File: src/rtl/bwsel_pkg.sv
package bwsel_pkg;
  typedef enum logic {
    BW_WIDE   = 1'b0,
    BW_NARROW = 1'b1
  } bw_mode_t;
endpackage

File: src/rtl/lockrun_counter.sv
module lockrun_counter #(
  parameter int RUN_LEN = 8,
  localparam int CNT_W  = $clog2(RUN_LEN + 1)
) (
  input  logic clk,
  input  logic rst,
  input  logic init_en,
  input  logic pd_strobe,
  input  logic lol_flag,
  output logic qual_nx,
  output logic qual_q
);
  localparam logic [CNT_W-1:0] LAST = CNT_W'(RUN_LEN - 1);

  logic [CNT_W-1:0] run_q, run_nx;

  always_comb begin
    run_nx  = run_q;
    qual_nx = qual_q;
    if (!init_en) begin
      run_nx  = '0;
      qual_nx = 1'b0;
    end else if (pd_strobe && !qual_q) begin
      if (lol_flag) begin
        run_nx = '0;
      end else begin
        run_nx = run_q + CNT_W'(1);
        if (run_q == LAST) qual_nx = 1'b1;
      end
    end
  end

  always_ff @(posedge clk) begin
    if (rst) begin
      run_q  <= '0;
      qual_q <= 1'b0;
    end else begin
      run_q  <= run_nx;
      qual_q <= qual_nx;
    end
  end

  // loss of lock before completion cannot complete qualification
  a_r3_lol_blocks: assert property (@(posedge clk) disable iff (rst)
    (pd_strobe && lol_flag && !qual_q) |=> !qual_q);
  // completion only follows a clean strobe with the override on
  a_r2_done_after_clean: assert property (@(posedge clk) disable iff (rst)
    $rose(qual_q) |-> $past(pd_strobe && !lol_flag && init_en));
  // qualified state is sticky while the override stays on
  a_r8_sticky: assert property (@(posedge clk) disable iff (rst)
    (qual_q && init_en) |=> qual_q);
  // run count never passes its length
  a_r2_no_overflow: assert property (@(posedge clk) disable iff (rst)
    run_q <= CNT_W'(RUN_LEN));
  // no strobe, no change of run
  a_r4_idle_hold: assert property (@(posedge clk) disable iff (rst)
    (!pd_strobe && init_en) |=> $stable(run_q));
endmodule

File: src/rtl/bwsel_decide.sv
module bwsel_decide
  import bwsel_pkg::*;
(
  input  logic     clk,
  input  logic     rst,
  input  logic     init_en,
  input  logic     nbw_req,
  input  logic     qual_nx,
  output bw_mode_t mode_q
);
  always_ff @(posedge clk) begin
    if (rst)                               mode_q <= BW_WIDE;
    else if (init_en && nbw_req && qual_nx) mode_q <= BW_NARROW;
    else                                   mode_q <= BW_WIDE;
  end

  // override low forces wide on the next edge
  a_r6_init_low_wide: assert property (@(posedge clk) disable iff (rst)
    !init_en |=> (mode_q == BW_WIDE));
  // no narrow request, wide on the next edge
  a_r7_no_req_wide: assert property (@(posedge clk) disable iff (rst)
    !nbw_req |=> (mode_q == BW_WIDE));
endmodule

File: src/rtl/bwsel_qualifier.sv
module bwsel_qualifier
  import bwsel_pkg::*;
#(
  parameter int RUN_LEN = 8
) (
  input  logic clk,
  input  logic rst,
  input  logic init_en,
  input  logic nbw_req,
  input  logic pd_strobe,
  input  logic lol_flag,
  output logic bw_narrow,
  output logic qual_done
);
  logic     qual_nx, qual_q;
  bw_mode_t mode_q;

  lockrun_counter #(.RUN_LEN(RUN_LEN)) run_i (
    .clk(clk), .rst(rst), .init_en(init_en), .pd_strobe(pd_strobe),
    .lol_flag(lol_flag), .qual_nx(qual_nx), .qual_q(qual_q)
  );

  bwsel_decide dec_i (
    .clk(clk), .rst(rst), .init_en(init_en), .nbw_req(nbw_req),
    .qual_nx(qual_nx), .mode_q(mode_q)
  );

  assign bw_narrow = (mode_q == BW_NARROW);
  assign qual_done = qual_q;

  // narrow only ever coexists with completed qualification
  a_r5_narrow_needs_done: assert property (@(posedge clk) disable iff (rst)
    bw_narrow |-> qual_done);
  // reset leaves the loop wide and unqualified
  a_r1_reset_state: assert property (@(posedge clk)
    rst |=> (!bw_narrow && !qual_done));
endmodule

File: config.mk
export PLATFORM = sky130hd
export DESIGN_NAME = bwsel_qualifier
export DESIGN_NICKNAME = d
export VERILOG_FILES = /design/src/rtl/bwsel_pkg.sv /design/src/rtl/lockrun_counter.sv /design/src/rtl/bwsel_decide.sv /design/src/rtl/bwsel_qualifier.sv
export SDC_FILE = /design/constraint.sdc
export NUM_CORES = 1
export LEC_CHECK = 0
export BUFFER_PORTS_ARGS = -buffer_cell sky130_fd_sc_hd__buf_2
export CAP_MARGIN = 20
export CORE_AREA = 2 2 39 41
export DETAILED_ROUTE_END_ITERATION = 16
export DIE_AREA = 0 0 41 43
export PLACE_DENSITY = 0.49
export SLEW_MARGIN = 20
export SYNTH_ARGS = -nofsm -noshare
export SYNTH_HDL_FRONTEND = slang
export SYNTH_SLANG_ARGS = --single-unit
export TNS_END_PERCENT = 30
File: constraint.sdc
create_clock -name clk -period 1.12 [get_ports clk]
set_input_delay 0.056 -clock clk [delete_from_list [all_inputs] [get_ports clk]]
set_output_delay 0.056 -clock clk [all_outputs]
set_load 0.03 [all_outputs]
==> results of run 1 <==
[power by group through the flow]
stage	clock network (mW)	logic (mW)	registers (mW)
4_1_cts	0.216	0.0332	0.218
2_1_floorplan	0	0.0182	0.222
6_report	0.208	0.0341	0.218
3_5_place_dp	0	0.0331	0.222
3_3_place_gp	0	0.0332	0.222
5_1_grt	0.229	0.0382	0.218
[worst max-delay path, cell delays in order, from the launching register on]
cell     delay, ns
dfxtp_2       0.35
ha_2          0.19
a41oi_2       0.13
nor4b_1       0.29
[cells in the mapped netlist (all sizes together)]
master,n
a211o,1
nor2b,1
a21oi,2
dfxtp,6
ha,1
xor2,1
nand2b,1
or3,1
a41oi,1
o21ai,1
nor2,3
nor3,1
xnor2,1
inv,1
nor4b,1
nand2,2
nand3,1
nand3b,1
[sequential cells by signal (all words and copies together), names as in the netlist]
name	flops
dec_i.mode_q	1
run_i.qual_q	1
run_i.run_q	4
[stage by stage]
stage	TNS, ns	power [mW]	hold slack, ns	instance area [um2]	cells
2_1_floorplan	0	0.240	0.128	274	27
3_3_place_gp	0	0.255	0.257	329	50
3_5_place_dp	0	0.255	0.267	329	50
4_1_cts	0	0.467	0.00785	352	53
5_1_grt	-0.0188	0.485	0.0100	364	53
6_report	0	0.460	0.0150	364	53
[kinds of logic (layout without fill, tap and decap cells)]
logic type / Yosys count / in the layout / synth area share
AND/OR/NAND/NOR: 12 / 12 / 0.289
buffers and inverters: 1 / 11 / 0.0137
adder cells (fa/ha/maj): 1 / 1 / 0.0459
AO/OA/AOI/OAI: 5 / 5 / 0.147
flip-flops: 6 / 6 / 0.440
XOR/XNOR: 2 / 2 / 0.0642
[final timing paths]
path / start / end / cells past startpoint / slack, ns
worst min-delay path: rst / run_i.qual_q / 2 / 0.01
worst max register to register: run_i.run_q[0] / dec_i.mode_q / 3 / 0.06
worst max-delay path: run_i.run_q[0] / dec_i.mode_q / 3 / 0.06
worst min register to register: run_i.run_q[1] / run_i.run_q[1] / 2 / 0.49
[metal layers]
layer	up-vias	global-route usage
met5	-	0
met2	10	0.109
met1	107	0.0809
met4	0	0.0400
li1	116	-
met3	0	0.0628
[what timing repair did]
| item | 4_1_cts | 5_1_grt |
|---|---|---|
| setup endpoints to repair | 0 | 1 |
| resized for setup | 0 | 4 |
| endpoints found under the hold margin | 0 | 0 |
[final cells by class]
cell class	count	area (um2)
fillers	150	1020
multi-input cells	20	159
flip-flops and latches	6	124
repair buffers	7	35.0
clock buffers	3	22.5
well taps	16	20.0
inverters	1	3.75
==> metrics.md, run 1 <==
| Metric | Value |
|---|---|
| Placed wire-length estimate | 414 um |
| Power per standard cell area | 1260 nW/um2 |
| Rel. slew slack | 0.854 |
| Port Buf Inserts | 7 |
| WL met1 | 253 um |
| Final Skew | 0.00493 ns |
| Clock tree root buffer cell | clkbuf_4 |
| CTS tree | built |
| Inserted Clock Buffers | 3 |
| Commonest non-fill, non-tap cells in the layout | buf_2 (7), nor2_1 (3), clkbuf_4 (3), dfxtp_1 (3), dfxtp_2 (3) |
| Fin crit period | 1.06 ns |
| Max_cap viols | 0 |
| Vias in the first global route | 221 |
| Sw frac | 0.229 |
| Core area | 1380 um2 |
| Logic pwr share | 0.074 |
| First-pass GRT wire length | 841 um |
| Row count | 14 |
| Cts hold-fix bufs | 0 |
| Antenna Cells | 0 |
| Total track usage | 0.0785 |
| CTS sink cnt | 6 |
| Mean cell area of the mapped netlist | 10.1 um2 |
| Met2 WL | 270 um |
| Flops & latches, synth | 6 |
| Cell Area, Synth | 273 um2 |
| Area growth syn-to-layout | 33.5% |
| FMAX | 948 MHz |
| Final Slew Violations | 0 |
| Share of layout cells above drive strength 1 | 0.514 |
| Clk pin slew, worst setup/hold paths | 0.05 ns |
| Pin count of the biggest net entering global routing | 6 |
| DRC viols | 0 |
| Worst-Margin Slew | 0.216 ns |
| Synth Warn # | 0 |
| Worst skew pair latency | 0.25 ns |
| Clk buf depth | 2 |
| Post-CTS Setup Inserts | 0 |
| Crit end category | register |
| Sw Pwr | 0.105 mW |
| CP Class | reg -> reg |
| Pre-CTS WS | 0.0812 ns |
| Status | complete, no violations |
| IO Count | 8 |
| Global placer's final weighted congestion | 0.620 |
| Sequential-to-total area share from yosys stat | 0.440 |
| Max layer used | met3 |
| Final worst setup slack | 0.0646 ns |
| Static leakage | 0.140 nW |
| Die height | 43 um |
| Int Pwr | 0.355 mW |
| Final setup vio count | 0 |
| Metal3 WL | 55 um |
| Area contributors post-synth | dfxtp_1 (44%), a21oi_2 (6.4%), nand2b_4 (5.0%) |
| Sequential share of power | 0.475 |
| Yosys top cell by area | dfxtp_1 |
| H-tree levels | 1 |
| Aggregate routed wire length | 579 um |
| Routed WL per cell | 10.9 um |
| Cell variety after synth | 18 |
| Yosys top cell area share | 0.440 |
| Initial Util | 0.197 |
| Utilization after layout | 0.263 |
| Peak supply drop | 0.273 mV |
| Critical Path AT | 1.20 ns |
| Initial antenna violation count | 0 |
| Syn nets | 34 |
| Clock Power Share | 0.451 |
| CP Max Fanout | 3 |
| Nets | 46 |
| Grt total ovfl | 0 |
| Die X | 41 um |
| Req. time, crit path | 1.27 ns |
| Commonest non-fill, non-tap cell in the layout | buf_2 |
| Detailed router's first-iteration violation count | 2 |
| Average vias per placed instance | 4.40 |
| Die ar. | 1760 um2 |
| Cells after synthesis | 27 |
| Final Hold Viols | 0 |
| Worst setup SP type | register |
| Drt pass-1 iters | 2 |
| Vias | 233 |
| Class of the worst hold path | in -> reg |
| Final period util | 0.942 |
| Final ANT Viol Nets | 0 |
Power figures use the tool's default switching activity.
==> run 2, diff against run 1 <==
Settings changed: HOLD_SLACK_MARGIN from default to 0.1.
==> run 2 against run 1 <==
  * Total power is 1.8% higher
  * Global-route usage is 0.40 points higher
  * Clock-buffer cell count stayed put
==> metrics.md, run 2 (same netlist as run 1, synthesis figures left out) <==
| Metric | Value |
|---|---|
| Die X | 41 um (unchanged) |
| Critical Path AT | 1.21 ns (was 1.20 ns) |
| Placed wire-length estimate | 414 um (unchanged) |
| Peak supply drop | 0.276 mV (was 0.273 mV) |
| Nets | 49 (was 46) |
| Hold_sp | pd_strobe (was rst) |
| Final worst setup slack | 0.0623 ns (was 0.0646 ns) |
| Final setup vio count | 0 (unchanged) |
| Rel. slew slack | 0.854 (about the same) |
| Initial antenna violation count | 0 (unchanged) |
| Status | complete, no violations (unchanged) |
| Final period util | 0.944 (was 0.942) |
| Average vias per placed instance | 4.38 (was 4.40) |
| Final ANT Viol Nets | 0 (unchanged) |
| Biggest register | run_i.run_q (unchanged) |
| Static leakage | 0.153 nW (was 0.140 nW) |
| Area growth syn-to-layout | 44.5% (was 33.5%) |
| DRC viols | 0 (unchanged) |
| Pre-CTS WS | 0.0812 ns (unchanged) |
| H-tree levels | 1 (unchanged) |
| Non-filler cells in the finished layout | 56 (was 53) |
| Worst skew pair latency | 0.25 ns (about the same) |
| Req. time, crit path | 1.27 ns (about the same) |
| Pin count of the biggest net entering global routing | 6 (unchanged) |
| Drt pass-1 iters | 2 (unchanged) |
| First-pass GRT wire length | 883 um (was 841 um) |
| Total track usage | 0.0825 (was 0.0785) |
| RR Startpoint | run_i.run_q[0] (unchanged) |
| Vias in the first global route | 233 (was 221) |
| Fin crit period | 1.06 ns (about the same) |
| Commonest non-fill, non-tap cell in the layout | buf_2 (unchanged) |
| Worst-Margin Slew | 0.216 ns (about the same) |
| Final Skew | 0.00494 ns (was 0.00493 ns) |
| Aggregate routed wire length | 616 um (was 579 um) |
| Antenna Cells | 0 (unchanged) |
| Vias | 245 (was 233) |
| Grt total ovfl | 0 (unchanged) |
| Clock tree root buffer cell | clkbuf_4 (unchanged) |
| CP Class | reg -> reg (unchanged) |
| Top Registers | run_i.run_q x4, dec_i.mode_q x1, run_i.qual_q x1 (unchanged) |
| Class of the worst hold path | in -> reg (unchanged) |
| CTS tree | built (unchanged) |
| Clk buf depth | 2 (unchanged) |
| Routed WL per cell | 11.0 um (was 10.9 um) |
| Max_cap viols | 0 (unchanged) |
| Post-Layout Inst Area | 394 um2 (was 364 um2) |
| Clk pin slew, worst setup/hold paths | 0.05 ns (about the same) |
| Critical path origin | run_i.run_q[0] (unchanged) |
| Row count | 14 (unchanged) |
| Placed cells | 50 (unchanged) |
| Power per standard cell area | 1190 nW/um2 (was 1260 nW/um2) |
| Die ar. | 1760 um2 (unchanged) |
| Core area | 1380 um2 (unchanged) |
| Number of flip-flops in the largest register | 4 (unchanged) |
| Worst setup SP type | register (unchanged) |
| Final Slew Violations | 0 (unchanged) |
| Share of layout cells above drive strength 1 | 0.475 (was 0.514) |
| Initial Util | 0.197 (unchanged) |
| Inserted Clock Buffers | 3 (unchanged) |
| Fill cell count | 147 (was 150) |
| FMAX | 945 MHz (was 948 MHz) |
| Global placer's final weighted congestion | 0.620 (unchanged) |
| Port Buf Inserts | 7 (unchanged) |
| Utilization after layout | 0.285 (was 0.263) |
| Final Hold Viols | 0 (unchanged) |
| CTS sink cnt | 6 (unchanged) |
| Detailed router's first-iteration violation count | 2 (unchanged) |
| IO Count | 8 (unchanged) |
| DP Area | 329 um2 (unchanged) |
| Die height | 43 um (unchanged) |
| CP Max Fanout | 3 (unchanged) |
| Crit end category | register (unchanged) |
## run 2: changes by cell type in the layout (fill, tap and decap cells not counted)
cell,delta
dlygate4sd3_1,+3
## run 2: metal layers
metal / vias up / global-route usage / wire, um
met2: 10 / 0.122 / 302
met4: 0 / 0.0400 / 0
met5: - / 0 / 0
met3: 0 / 0.0628 / 56
li1: 123 / - / -
met1: 112 / 0.0809 / 256
## run 2: report_power, final
group | internal (mW) | switching (mW) | total, mW | leakage (nW)
combinational | 0.0236 | 0.0186 | 0.0422 | 0.0893
clock | 0.122 | 0.0859 | 0.208 | 0.0138
sequential | 0.216 | 0.00210 | 0.218 | 0.0499
## run 2: final cells by class
| class | count | area [um2] | area share |
|---|---|---|---|
| Clock buffer | 3 | 22.5 | 0.0571 |
| Inverter | 1 | 3.75 | 0.00952 |
| Multi-Input combinational cell | 20 | 159 | 0.403 |
| Sequential cell | 6 | 124 | 0.314 |
| Tap cell | 16 | 20.0 | 0.0508 |
| Timing Repair Buffer | 10 | 65.1 | 0.165 |
## run 2: timing repair
action | in CTS | in global routing
resized for setup | 0 | 4
hold buffers | 3 | 0
endpoints found under the hold margin | 2 | 0
setup buffers | 0 | 0
endpoints found under the setup margin | 0 | 1
## run 2: metrics by stage
step | setup TNS [ns] | hold WS [ns] | power [mW]
after floorplan | 0 | 0.128 | 0.240
after global placement | 0 | 0.257 | 0.255
after detailed placement | 0 | 0.267 | 0.255
after CTS | 0 | 0.169 | 0.475
after global routing | -0.0188 | 0.212 | 0.494
final | 0 | 0.176 | 0.468
## run 2: worst max-delay path, stage by stage (launching register included)
cell	delay, ns
dfxtp_2	0.35
ha_2	0.19
a41oi_2	0.13
nor4b_1	0.29
## run 2: worst paths after layout
path	cells past startpoint	end	slack [ns]
worst max-delay path	3	dec_i.mode_q	0.06
worst min-delay path	4	run_i.run_q[1]	0.18
worst max register to register	3	dec_i.mode_q	0.06
worst min register to register	2	run_i.run_q[1]	0.49
==> run 3, diff against run 2 <==
Settings changed: HOLD_SLACK_MARGIN 0.1 to 0.03.
Clock period 1.12 ns to 1.2 ns, I/O delays scaled along.
==> run 3 against run 2 <==
  * Register-to-register slack better by 0.07 ns
  * Maximum frequency down 0.99%
  * Routed wire length down 12%
  * Final area down 8.6%
==> metrics.md, run 3 (same netlist as run 1, synthesis figures left out) <==
| Metric | Value |
|---|---|
| RR Startpoint | run_i.run_q[0] (unchanged) |
| Biggest register | run_i.run_q (unchanged) |
| Nets | 47 (was 49) |
| RSZ-0062 raised after global routing | no |
| Row count | 14 (unchanged) |
| Total track usage | 0.0804 (was 0.0825) |
| Critical path endpoint | dec_i.mode_q (unchanged) |
| Aggregate routed wire length | 543 um (was 616 um) |
| Detailed router's first-iteration violation count | 6 (was 2) |
| Final Hold Viols | 0 (unchanged) |
| Status | complete, no violations (unchanged) |
| Die X | 41 um (unchanged) |
| Core area | 1380 um2 (unchanged) |
| Placed cells | 50 (unchanged) |
| Final Skew | 0.00165 ns (was 0.00494 ns) |
| IO Count | 8 (unchanged) |
| Inserted Clock Buffers | 3 (unchanged) |
| Worst-Margin Slew | 0.243 ns (was 0.216 ns) |
| Static leakage | 0.146 nW (was 0.153 nW) |
| Req. time, crit path | 1.34 ns (was 1.27 ns) |
| Logic pwr share | 0.078 (was 0.090) |
| CP Max Fanout | 3 (unchanged) |
| Worst skew pair latency | 0.24 ns (was 0.25 ns) |
| Class of the worst hold path | in -> reg (unchanged) |
| Antenna Cells | 0 (unchanged) |
| Non-filler cells in the finished layout | 54 (was 56) |
| Final Slew Violations | 0 (unchanged) |
| Critical Path AT | 1.21 ns (about the same) |
| Top Registers | run_i.run_q x4, dec_i.mode_q x1, run_i.qual_q x1 (unchanged) |
| FMAX | 936 MHz (was 945 MHz) |
| Final period util | 0.890 (was 0.944) |
| R2r endpoint | dec_i.mode_q (unchanged) |
| Max_cap viols | 0 (unchanged) |
| Initial Util | 0.197 (unchanged) |
| Final ANT Viol Nets | 0 (unchanged) |
| Global placer's final weighted congestion | 0.668 (was 0.620) |
| Clk buf depth | 2 (unchanged) |
| CP Class | reg -> reg (unchanged) |
| Power per standard cell area | 1180 nW/um2 (was 1190 nW/um2) |
| R2R Setup Slk | 0.13 ns (was 0.06 ns) |
| Port Buf Inserts | 7 (unchanged) |
| Share of layout cells above drive strength 1 | 0.368 (was 0.475) |
| Final worst setup slack | 0.132 ns (was 0.0623 ns) |
| Area growth syn-to-layout | 32.1% (was 44.5%) |
| Sw Pwr | 0.0943 mW (was 0.107 mW) |
| Clock Power Share | 0.445 (was 0.444) |
| Peak supply drop | 0.323 mV (was 0.276 mV) |
| Clk pin slew, worst setup/hold paths | 0.05 ns (about the same) |
| Pre-CTS WS | 0.141 ns (was 0.0812 ns) |
| First-pass GRT wire length | 862 um (was 883 um) |
| Initial antenna violation count | 0 (unchanged) |
| Number of flip-flops in the largest register | 4 (unchanged) |
| R2R depth | 3 (unchanged) |
| Crit end category | register (unchanged) |
| Clock tree root buffer cell | clkbuf_4 (unchanged) |
| Commonest non-fill, non-tap cell in the layout | buf_2 (unchanged) |
| CTS tree | built (unchanged) |
| Vias in the first global route | 215 (was 233) |
| Commonest non-fill, non-tap cells in the layout | buf_2 (7), dfxtp_1 (6), nor2_1 (3), clkbuf_4 (3) |
| Fin crit period | 1.07 ns (was 1.06 ns) |
| Final setup vio count | 0 (unchanged) |
| Grt total ovfl | 0 (unchanged) |
| Pin count of the biggest net entering global routing | 6 (unchanged) |
| Die height | 43 um (unchanged) |
| H-tree levels | 1 (unchanged) |
| CTS sink cnt | 6 (unchanged) |
| Cts hold-fix bufs | 1 (was 3) |
| Sequential share of power | 0.476 (was 0.466) |
| Worst setup SP type | register (unchanged) |
| Post-CTS Setup Inserts | 0 (unchanged) |
| Vias | 236 (was 245) |
| Sw frac | 0.221 (was 0.228) |
| Routed WL per cell | 10.1 um (was 11.0 um) |
| Int Pwr | 0.333 mW (was 0.362 mW) |
| Post-CTS sizing | 0 (unchanged) |
| Setup TNS | 0 ns (unchanged) |
| DRC viols | 0 (unchanged) |
| Die ar. | 1760 um2 (unchanged) |
| Fill cell count | 158 (was 147) |
| Rel. slew slack | 0.836 (was 0.854) |
| Drt pass-1 iters | 4 (was 2) |
| Average vias per placed instance | 4.37 (was 4.38) |
| Critical path origin | run_i.run_q[0] (unchanged) |
==> run 3: cell types whose count changed in the layout (fill, tap and decap cells not counted), sizes merged <==
cell         change
dlygate4sd3      -2
==> run 3: final cells by class <==
type | instances | area, um2 | area share
clock buffers | 3 | 22.5 | 0.0625
multi-input cells | 20 | 149 | 0.413
inverters | 1 | 3.75 | 0.0104
flip-flops and latches | 6 | 120 | 0.333
well taps | 16 | 20.0 | 0.0556
repair buffers | 8 | 45.0 | 0.125
==> run 3: power groups by stage <==
stage | logic [mW] | registers (mW) | clock network [mW]
CTS | 0.0338 | 0.203 | 0.201
global route | 0.0364 | 0.203 | 0.211
finish | 0.0334 | 0.203 | 0.190
floorplan | 0.0170 | 0.207 | 0
detailed placement | 0.0309 | 0.207 | 0
global placement | 0.0309 | 0.207 | 0
==> run 3: worst max-delay path, stage by stage, from the launching register on <==
cell	delay [ns]
dfxtp_1	0.37
ha_1	0.19
a41oi_1	0.15
nor4b_1	0.27
==> run 3: metal layers <==
layer  part of all wire  routed length, um  GRT usage  vias up
met5                  0                  0          0        -
met4                  0                  0     0.0400        0
met3               0.17                 90     0.0785        0
met2               0.36                198     0.0906       15
met1               0.47                254     0.0968      103
li1                   -                  -          -      118
==> run 3: how the worst min path moves through the flow <==
stage | from | cells past startpoint | endpoint | slack (ns)
6_report | nbw_req | 2 | dec_i.mode_q | 0.09
3_5_place_dp | rst | 2 | run_i.qual_q | 0.26
2_1_floorplan | rst | 1 | dec_i.mode_q | 0.14
5_1_grt | init_en | 3 | run_i.qual_q | 0.08
4_1_cts | init_en | 3 | run_i.qual_q | 0.08
3_3_place_gp | rst | 2 | dec_i.mode_q | 0.26
==> run 3: metrics by stage <==
step	util	hold WS [ns]	power [mW]	cell area, um2
after CTS	0.260	0.0780	0.438	360
after detailed placement	0.237	0.263	0.238	328
final	0.260	0.0868	0.427	360
after global placement	0.237	0.264	0.238	328
after global routing	0.260	0.0814	0.450	360
after floorplan	-	0.137	0.224	273
